<file path="src/rtl/dbcd_pkg.sv">
package dbcd_pkg;

    typedef enum logic {
        ST_IDLE    = 1'b0,
        ST_RESOLVE = 1'b1
    } dbcd_state_e;

    // Decimal correction table: binary digit sum 0..19 -> {carry, digit}.
    function automatic logic [4:0] dec_fix(input logic [4:0] raw);
        logic [4:0] r;
        unique case (raw)
            5'd0:  r = {1'b0, 4'd0};   5'd1:  r = {1'b0, 4'd1};
            5'd2:  r = {1'b0, 4'd2};   5'd3:  r = {1'b0, 4'd3};
            5'd4:  r = {1'b0, 4'd4};   5'd5:  r = {1'b0, 4'd5};
            5'd6:  r = {1'b0, 4'd6};   5'd7:  r = {1'b0, 4'd7};
            5'd8:  r = {1'b0, 4'd8};   5'd9:  r = {1'b0, 4'd9};
            5'd10: r = {1'b1, 4'd0};   5'd11: r = {1'b1, 4'd1};
            5'd12: r = {1'b1, 4'd2};   5'd13: r = {1'b1, 4'd3};
            5'd14: r = {1'b1, 4'd4};   5'd15: r = {1'b1, 4'd5};
            5'd16: r = {1'b1, 4'd6};   5'd17: r = {1'b1, 4'd7};
            5'd18: r = {1'b1, 4'd8};   5'd19: r = {1'b1, 4'd9};
            default: r = {1'b1, raw[3:0] + 4'd6};
        endcase
        return r;
    endfunction

endpackage

</file>
<file path="src/rtl/dbcd_seg.sv">
module dbcd_seg
    import dbcd_pkg::*;
#(
    parameter int SEG_DIGITS = 2
) (
    input  logic [SEG_DIGITS*4-1:0] x,
    input  logic [SEG_DIGITS*4-1:0] y,
    input  logic                    ci,
    output logic [SEG_DIGITS*4-1:0] s,
    output logic                    co
);
    logic [SEG_DIGITS:0] chain;

    assign chain[0] = ci;

    for (genvar d = 0; d < SEG_DIGITS; d++) begin : g_dig
        logic [4:0] raw;
        logic [4:0] fixed;
        always_comb begin
            raw   = {1'b0, x[d*4 +: 4]} + {1'b0, y[d*4 +: 4]} + {4'd0, chain[d]};
            fixed = dec_fix(raw);
        end
        assign s[d*4 +: 4] = fixed[3:0];
        assign chain[d+1]  = fixed[4];
    end

    assign co = chain[SEG_DIGITS];
endmodule

</file>
<file path="src/rtl/dbcd_lanes.sv">
module dbcd_lanes #(
    parameter int DIGITS     = 68,
    parameter int SEG_DIGITS = 2,
    localparam int NSEG      = DIGITS / SEG_DIGITS,
    localparam int SEGW      = SEG_DIGITS * 4,
    localparam int W         = DIGITS * 4
) (
    input  logic [W-1:0]    opx,
    input  logic [W-1:0]    opy,
    input  logic [NSEG-1:0] cvec_in,
    output logic [W-1:0]    sum,
    output logic [NSEG-1:0] cvec_out
);
    for (genvar g = 0; g < NSEG; g++) begin : g_seg
        dbcd_seg #(.SEG_DIGITS(SEG_DIGITS)) u_seg (
            .x  (opx[g*SEGW +: SEGW]),
            .y  (opy[g*SEGW +: SEGW]),
            .ci (cvec_in[g]),
            .s  (sum[g*SEGW +: SEGW]),
            .co (cvec_out[g])
        );
    end
endmodule

</file>
<file path="src/rtl/dbcd_ctrl.sv">
module dbcd_ctrl
    import dbcd_pkg::*;
#(
    parameter int NSEG = 34,
    localparam int CW  = $clog2(NSEG) + 1
) (
    input  logic clk,
    input  logic rst_n,
    input  logic start,
    input  logic carry_zero,
    output logic first,
    output logic pass,
    output logic done
);
    dbcd_state_e state, state_nx;
    logic [CW-1:0] pass_cnt;

    always_ff @(posedge clk) begin
        if (!rst_n) state <= ST_IDLE;
        else        state <= state_nx;
    end

    always_comb begin
        state_nx = state;
        unique case (state)
            ST_IDLE:    if (start) state_nx = carry_zero ? ST_IDLE : ST_RESOLVE;
            ST_RESOLVE: state_nx = carry_zero ? ST_IDLE : ST_RESOLVE;
            default:    state_nx = ST_IDLE;
        endcase
    end

    assign first = (state == ST_IDLE) && start;
    assign pass  = (state == ST_RESOLVE);

    always_ff @(posedge clk) begin
        if (!rst_n) begin
            done     <= 1'b0;
            pass_cnt <= '0;
        end else begin
            done <= (first || pass) && carry_zero;
            if (first)     pass_cnt <= '0;
            else if (pass) pass_cnt <= pass_cnt + 1'b1;
        end
    end

    AST_PASS_BOUND: assert property (@(posedge clk) disable iff (!rst_n)
        pass_cnt <= CW'(NSEG - 1));

    AST_PASS_HOLDS_START: assert property (@(posedge clk) disable iff (!rst_n)
        pass |-> !first);
endmodule

</file>
<file path="src/rtl/dbcd_adder.sv">
module dbcd_adder #(
    parameter int DIGITS     = 68,
    parameter int SEG_DIGITS = 2,
    localparam int NSEG      = DIGITS / SEG_DIGITS,
    localparam int W         = DIGITS * 4
) (
    input  logic         clk,
    input  logic         rst_n,
    input  logic         start,
    input  logic         cin,
    input  logic [W-1:0] opnd_a,
    input  logic [W-1:0] opnd_b,
    output logic [W-1:0] sum,
    output logic         cout,
    output logic         done
);
    logic [W-1:0]    acc_q;
    logic [NSEG-2:0] pend_q;
    logic            cout_q;
    logic            first, pass, carry_zero;
    logic [W-1:0]    opx, opy, lane_sum;
    logic [NSEG-1:0] cv_in, cv_out;

    always_comb begin
        if (first) begin
            opx   = opnd_a;
            opy   = opnd_b;
            cv_in = {{(NSEG-1){1'b0}}, cin};
        end else begin
            opx   = acc_q;
            opy   = '0;
            cv_in = {pend_q, 1'b0};
        end
    end

    dbcd_lanes #(.DIGITS(DIGITS), .SEG_DIGITS(SEG_DIGITS)) u_lanes (
        .opx      (opx),
        .opy      (opy),
        .cvec_in  (cv_in),
        .sum      (lane_sum),
        .cvec_out (cv_out)
    );

    assign carry_zero = ~|cv_out[NSEG-2:0];

    dbcd_ctrl #(.NSEG(NSEG)) u_ctrl (
        .clk        (clk),
        .rst_n      (rst_n),
        .start      (start),
        .carry_zero (carry_zero),
        .first      (first),
        .pass       (pass),
        .done       (done)
    );

    always_ff @(posedge clk) begin
        if (!rst_n) begin
            acc_q  <= '0;
            pend_q <= '0;
            cout_q <= 1'b0;
        end else if (first || pass) begin
            acc_q  <= lane_sum;
            pend_q <= cv_out[NSEG-2:0];
            cout_q <= first ? cv_out[NSEG-1] : (cout_q | cv_out[NSEG-1]);
        end
    end

    assign sum  = acc_q;
    assign cout = cout_q;

    logic [DIGITS-1:0] dig_ok;
    always_comb begin
        for (int i = 0; i < DIGITS; i++) dig_ok[i] = (acc_q[i*4 +: 4] <= 4'd9);
    end

    AST_DIGITS_VALID: assert property (@(posedge clk) disable iff (!rst_n)
        done |-> &dig_ok);

    AST_DONE_NO_PEND: assert property (@(posedge clk) disable iff (!rst_n)
        done |-> (pend_q == '0));

    AST_COUT_STICKY: assert property (@(posedge clk) disable iff (!rst_n)
        $fell(cout_q) |-> $past(first));

    AST_HOLD_AFTER_DONE: assert property (@(posedge clk) disable iff (!rst_n)
        (done && !first) |=> $stable(acc_q) && $stable(cout_q));
endmodule

</file>
<file path="config.mk">
export PLATFORM = sky130hd
export DESIGN_NAME = dbcd_adder
export DESIGN_NICKNAME = d
export VERILOG_FILES = /design/src/rtl/dbcd_pkg.sv /design/src/rtl/dbcd_seg.sv /design/src/rtl/dbcd_lanes.sv /design/src/rtl/dbcd_ctrl.sv /design/src/rtl/dbcd_adder.sv
export SDC_FILE = /design/constraint.sdc
export NUM_CORES = 2
export LEC_CHECK = 0
export ABC_AREA = 0
export BUFFER_PORTS_ARGS = -buffer_cell sky130_fd_sc_hd__buf_2
export CAP_MARGIN = 30
export CORE_AREA = 2 2 316 318
export CTS_BUF_LIST = sky130_fd_sc_hd__clkbuf_4
export DETAILED_ROUTE_END_ITERATION = 12
export DIE_AREA = 0 0 318 320
export GPL_ROUTABILITY_DRIVEN = 0
export SLEW_MARGIN = 20
export SYNTH_ARGS = -nofsm -noshare
export SYNTH_HDL_FRONTEND = slang
export SYNTH_HIERARCHICAL = 1
export SYNTH_SLANG_ARGS = --single-unit
export TNS_END_PERCENT = 50
</file>
<file path="constraint.sdc">
create_clock -name clk -period 8.65 [get_ports clk]
set_input_delay 1.2975 -clock clk [delete_from_list [all_inputs] [get_ports clk]]
set_output_delay 1.2975 -clock clk [all_outputs]
set_load 0.01 [all_outputs]
</file>
After elaboration in Yosys (flattened, before gate mapping)
Cells that the tools add are included.
W data, S select, Z words.
- register bits: 308
- word-level logic and storage cells: 1651
- add/subtract/negate cells: 204
- eq/ne operators: 1292
- mux-type cells: 75
- bitwise gates (word level): 2
- reductions and logical operators: 73
- operators by type and width (kind ; count):
    $pmux W5 S20 ; 68
    $eq A5 B4 Y1 const B ; 544
    $eq A5 B3 Y1 const B ; 272
    $eq A5 B5 Y1 const B ; 272
    $eq A5 B2 Y1 const B ; 136
    $mux W272 ; 2
    $add A4 B4 Y5 ; 68
    $add A5 B1 Y5 ; 68
    $eq A5 B1 Y1 const B ; 68
    $logic_not A5 Y1 ; 68
    $add A4 B3 Y4 const B ; 68
    $mux W34 ; 1
    $reduce_or A33 Y1 ; 1
    $mux W1 ; 3
    $logic_and A1 B1 Y1 ; 2
    $pmux W1 S2 ; 1
    $logic_not A1 Y1 ; 1
    $logic_or A1 B1 Y1 ; 1
    $not A1 Y1 ; 1
    $or A1 B1 Y1 ; 1

Logic depth before layout (Yosys ltp)
- depth in word-level cells: 14
- mapped depth: 24

Hierarchy
The synthesis kept the hierarchy.
- modules (own cells, without submodules) (module ; instances ; cells each ; area an instance (um^2)):
    dbcd_adder ; 1 ; 1982 ; 16743.6
    dbcd_seg (u_lanes.g_seg[0].u_seg ...) ; 26 ; 78 ; 586.8
    dbcd_seg (u_lanes.g_seg[33].u_seg ...) ; 8 ; 77 ; 585.6
    dbcd_ctrl ; 1 ; 7 ; 62.6

Worst setup path before layout
Ideal clock, no wire load.
- kind: in2reg
- start: in start
- end: reg acc_q[270] (netlist: sum[270])
- setup time: 0.076 ns
- arrival: 5.555 ns
- data required time: 8.574 ns
- path slack: 3.019 ns
- cell stages on the path: 21
- path buffers: 4
- cell sequence: nor2b_1 > buf_6 > buf_4 > buf_2 > clkbuf_1 > and2_1 > fa_1 > inv_1 > fa_1 > nand2b_1 > a21oi_1 > a31oi_1 > fa_1 > fa_1 > xnor2_1 > inv_1 > ha_1 > o2111a_1 > a31oi_1 > nand2_1 > a21boi_0
- word-level cells in the longest chain between the ends: 9
- RTL lines (element ; RTL line ; text):
    start: declaration ; dbcd_adder.sv:9 ; input logic start,
    $logic_and A1 B1 Y1 (*) ; dbcd_ctrl.sv:32 ; assign first = (state == ST_IDLE) && start;
    $mux W272 (*) ; dbcd_adder.sv:25 ; if (first) begin
    via opy[264] ; dbcd_adder.sv:21 ; logic [W-1:0] opx, opy, lane_sum;
    $add A4 B4 Y5 (*) ; dbcd_seg.sv:20 ; raw = {1'b0, x[d*4 +: 4]} + {1'b0, y[d*4 +: 4]} + {4'd0, chain[d]};
    $add A5 B1 Y5 (*) ; dbcd_seg.sv:20 ;
    $eq A5 B5 Y1, or another cell as far along ; dbcd_pkg.sv:11 ; unique case (raw)
    $pmux W5 S20 (*) ; dbcd_pkg.sv:11 ;
    $add A5 B1 Y5 (*) ; dbcd_seg.sv:20 ;
    $add A4 B3 Y4, or another cell as far along ; dbcd_pkg.sv:22 ; default: r = {1'b1, raw[3:0] + 4'd6};
    $pmux W5 S20 (*) ; dbcd_pkg.sv:11 ;
    via lane_sum[270] ; dbcd_adder.sv:21 ;
    end signal: assignment ; dbcd_adder.sv:62 ; acc_q <= lane_sum;
    end: declaration ; dbcd_adder.sv:17 ; logic [W-1:0] acc_q;
Mark *: on every way through the listed nets, which the timed path passes. The rest lies on a longest branch.
A chain may end at the register's enable or synchronous reset.

Worst setup path after layout
- start: in start
- end: reg u_ctrl.done
- word-level cells in the longest chain between the ends: 12
- RTL lines (element ; RTL line ; text):
    $logic_and A1 B1 Y1 (*) ; dbcd_ctrl.sv:32 ;
    via first ; dbcd_adder.sv:20 ; logic first, pass, carry_zero;
    $mux W272 (*) ; dbcd_adder.sv:25 ;
    via opx[200] ; dbcd_adder.sv:21 ;
    $add A4 B4 Y5 (*) ; dbcd_seg.sv:20 ;
    $add A5 B1 Y5 (*) ; dbcd_seg.sv:20 ;
    $eq A5 B5 Y1, or another cell as far along ; dbcd_pkg.sv:11 ;
    $pmux W5 S20 (*) ; dbcd_pkg.sv:11 ;
    $add A5 B1 Y5 (*) ; dbcd_seg.sv:20 ;
    $eq A5 B5 Y1, or another cell as far along ; dbcd_pkg.sv:11 ;
    $pmux W5 S20 (*) ; dbcd_pkg.sv:11 ;
    via cv_out[25] ; dbcd_adder.sv:22 ; logic [NSEG-1:0] cv_in, cv_out;
    $reduce_or A33 Y1 (*) ; dbcd_adder.sv:44 ; assign carry_zero = ~|cv_out[NSEG-2:0];
    $logic_not A1 Y1 (*) ; dbcd_adder.sv:44 ;
    via carry_zero ; dbcd_adder.sv:20 ;
    $logic_and A1 B1 Y1 (*) ; dbcd_ctrl.sv:40 ; done <= (first || pass) && carry_zero;
    end signal: assignment ; dbcd_ctrl.sv:40 ;
    end: declaration ; dbcd_ctrl.sv:13 ; output logic done
Marks and branches as above.

==> flow_metrics.env <==
export IMPL_status="finished clean"
export IMPL_use_met2_pct=38.9
export IMPL_cts_setup_buffers=0
export IMPL_cp_end_kind="register"
export IMPL_yosys_warnings=6
export IMPL_vdd_drop_max_v=0.0000978
export IMPL_slew_headroom_pct=37.8
export IMPL_h_tree_depth=3
export IMPL_min_to="sum[128]"
export IMPL_cts_resized=0
export IMPL_min_delay_start="sum[128]"
export IMPL_cts_tree="done"
export IMPL_grt_use_met1_pct=27.3
export IMPL_placementRows=115
export IMPL_clk_path_buf_depth=3
export IMPL_start_kind="primary input"
export IMPL_yosys_register_bits=308
export IMPL_switching_share_pct=44.3
export IMPL_rsz0062_at_grt="no"
export IMPL_cts_root_buf="clkbuf_4"
export IMPL_core_area_um2=98000
export IMPL_pwr_share_seq_pct=23.1
export IMPL_synth_cell_area_um2=36700
export IMPL_die_area_um2=102000
export IMPL_dr_first_iter_drc_count=1941
export IMPL_place_area_um2=41300
export IMPL_firstDrtPassIters=5
export IMPL_grt_max_degree=164
export IMPL_vias=35700
export IMPL_netSwitchingPower_uw=3710
export IMPL_yosysUniqueCellTypes=49
export IMPL_synth_main_ff_cell="dfxtp_1"
export IMPL_p_leak_uw=0.0207
export IMPL_holdPathStages=2
export IMPL_combPwrFrac_pct=57.2
export IMPL_fin_hold_ws_ps=462
export IMPL_area_growth_pct=16.1
export IMPL_numCtsBuffers=105
export IMPL_synthCells=4633
export IMPL_internal_power_uw=4660
export IMPL_fin_setup_tns_ps=0
export IMPL_cts_clk_slew_worst_paths_ps=50
export IMPL_grt_overflow=0
export IMPL_regArea_um2=6170
export IMPL_die_h_um=320
export IMPL_grt_pass1_vias=34100
export IMPL_fin_crit_ps=6500
export IMPL_viasPerCell=5.33
export IMPL_antenna_found_initial=23
export IMPL_routedWlPerCell_um=17.9
export IMPL_cp_required_ps=9480
export IMPL_max_slew_worst_pin_slew_ps=932
export IMPL_drt_wl_total_um=119000
export IMPL_grt_first_pass_wirelength_um=186000
export IMPL_ctsHoldBuffers=0
export IMPL_r2r_end="u_ctrl/done"
export IMPL_nNetsFinal=6273
export IMPL_r2r_start="u_ctrl/pass"
export IMPL_syn_nets=5589
export IMPL_grt_usage_pct=22.5
export IMPL_r2r_slack_ps=2180
export IMPL_insertion_delay_ps=920
export IMPL_holdCritPathClass="register to register"
export IMPL_reg2reg_depth=22
export IMPL_drv_slew=0
export IMPL_max_freq_ghz=0.154
export IMPL_setup_viol=0
export IMPL_io_pins=822
export IMPL_cap_violations=0
export IMPL_cts_sinks=308
export IMPL_powerDensity_nw_per_um2=196
export IMPL_period_share_pct=75.1
export IMPL_fill_cells=10100
export IMPL_final_antenna_net_count=0
export IMPL_final_cell_area_um2=42700
export IMPL_avgSynthCellArea_um2=7.93
export IMPL_grt_util_met3_pct=4.24
export IMPL_drc=0
export IMPL_cp_arrival_ps=7330
export IMPL_crit_type="primary input to register"
export IMPL_start_util_pct=37.5
export IMPL_busiest_layer="met2"
export IMPL_cp_max_fo=75
export IMPL_die_w_um=318
export IMPL_numPortBuffers=821
export IMPL_hold_viol=0
export IMPL_fin_skew_ps=41.2
export IMPL_synth_edf_count=0
export IMPL_p_clk_share_pct=19.6
export IMPL_dp_hpwl_um=92100
export IMPL_async_reset_ff_share_pct=0
export IMPL_multi_input_area_um2=27800
export IMPL_ys_seq_area_share_pct=16.8
export IMPL_final_layout_size_suffix_gt1_share_pct=25.4
[state kept, by name, indices dropped and copies added (netlist names)]
register / count
u_ctrl/pass: 1
sum: 272
u_ctrl/done: 1
pend_q: 33
cout: 1
[power groups by stage]
stage	Combinational (uW)	Sequential, uW	Clock [uW]
5_1_grt	5390	1960	1790
2_1_floorplan	3560	1960	0
4_1_cts	4790	1940	1730
3_5_place_dp	4750	1970	0
6_report	4790	1940	1640
3_3_place_gp	4660	1970	0
[per-stage QoR]
stage	util (%)	worst slack (ps)	power, uW	std cells
final	43.6	2150	8370	6688
after global routing	43.5	1630	9150	6686
after CTS	43.5	2020	8460	6676
after detailed placement	42.2	1110	6720	6497
after global placement	42.1	971	6630	6495
after floorplan	-	3020	5520	4633
[logic make-up (layout without fill, tap and decap cells)]
logic type | Yosys count | after routing | synth area share (%)
AO/OA/AOI/OAI | 1113 | 1113 | 22.2
buffers and inverters | 625 | 1381 | 7.63
multiplexers | 314 | 314 | 9.48
AND/OR/NAND/NOR | 1797 | 1797 | 25.7
flip-flops | 308 | 308 | 16.8
other | 0 | 12 | 0
XOR/XNOR | 68 | 68 | 1.62
adder cells (fa/ha/maj) | 408 | 408 | 16.7
[worst max-delay path by stage]
stage,from,endpoint,slack (ps),cells past startpoint
2_1_floorplan,start,sum[270],3020,21
3_3_place_gp,start,u_ctrl/done,970,20
3_5_place_dp,start,u_ctrl/done,1110,22
4_1_cts,u_ctrl/pass,u_ctrl/done,2020,22
5_1_grt,u_ctrl/pass,u_ctrl/done,1630,21
6_report,start,u_ctrl/done,2150,22
[worst max-delay path, stage by stage]
cell,delay [ps]
buf_2,100
nor2b_4,630
buf_12,380
buf_4,510
mux2_2,410
fa_1,430
inv_1,90
fa_1,520
nand2_1,130
a31oi_1,130
fa_1,440
fa_1,410
xnor2_1,190
inv_1,130
nand2_1,130
nand3_1,110
nand2_1,70
nor4_1,520
nand4_1,210
nor3_1,260
inv_1,70
nor2_1,100
[metal layers]
layer,wire [um],part of all wire [%]
met5,138,0.12
met1,50500,42
met4,4330,3.6
met2,57800,48
met3,6640,5.6
[cell type report]
cell class,count,area share (%)
Multi-Input combinational cell,3700,65.1
Inverter,357,3.14
Clock inverter,25,0.349
Antenna cell,12,0.0704
Tap cell,1287,3.77
Clock buffer,154,2.71
Sequential cell,308,14.4
Timing Repair Buffer,845,10.4
[cell usage in the layout (no fill, tap or decap), types with 86 or more instances in the layout]
cell        n
and2_1    281
nand3_1    94
buf_2     820
ha_1      272
nand2_1   834
fa_1      136
a21oi_1   147
a31oi_1   116
o21ai_1   119
a21boi_0   87
inv_1     357
mux2_2    272
dfxtp_1   308
clkbuf_4  154
a21boi_1  218
a21o_1    110
nor2_1    147
and3b_1    86
[synth_stat cells, drive strengths merged, types with 42 or more instances]
cell    instances  area [um2]
a211o          68         596
a21boi        305        2290
a21o          136        1050
a21oi         147         736
a31oi         116         726
and2          281        1760
and3b          86         753
buf           148        1010
clkbuf        120         450
dfxtp         308        6170
fa            136        2720
ha            272        3400
inv           357        1340
mux2          272        3060
mux2i          42         420
nand2         834        3130
nand2b         76         475
nand3          94         470
nor2          148         572
nor2b          44         275
o21ai         119         596
or3            69         432
xnor2          42         368
(Power assumes the default switching activity.)
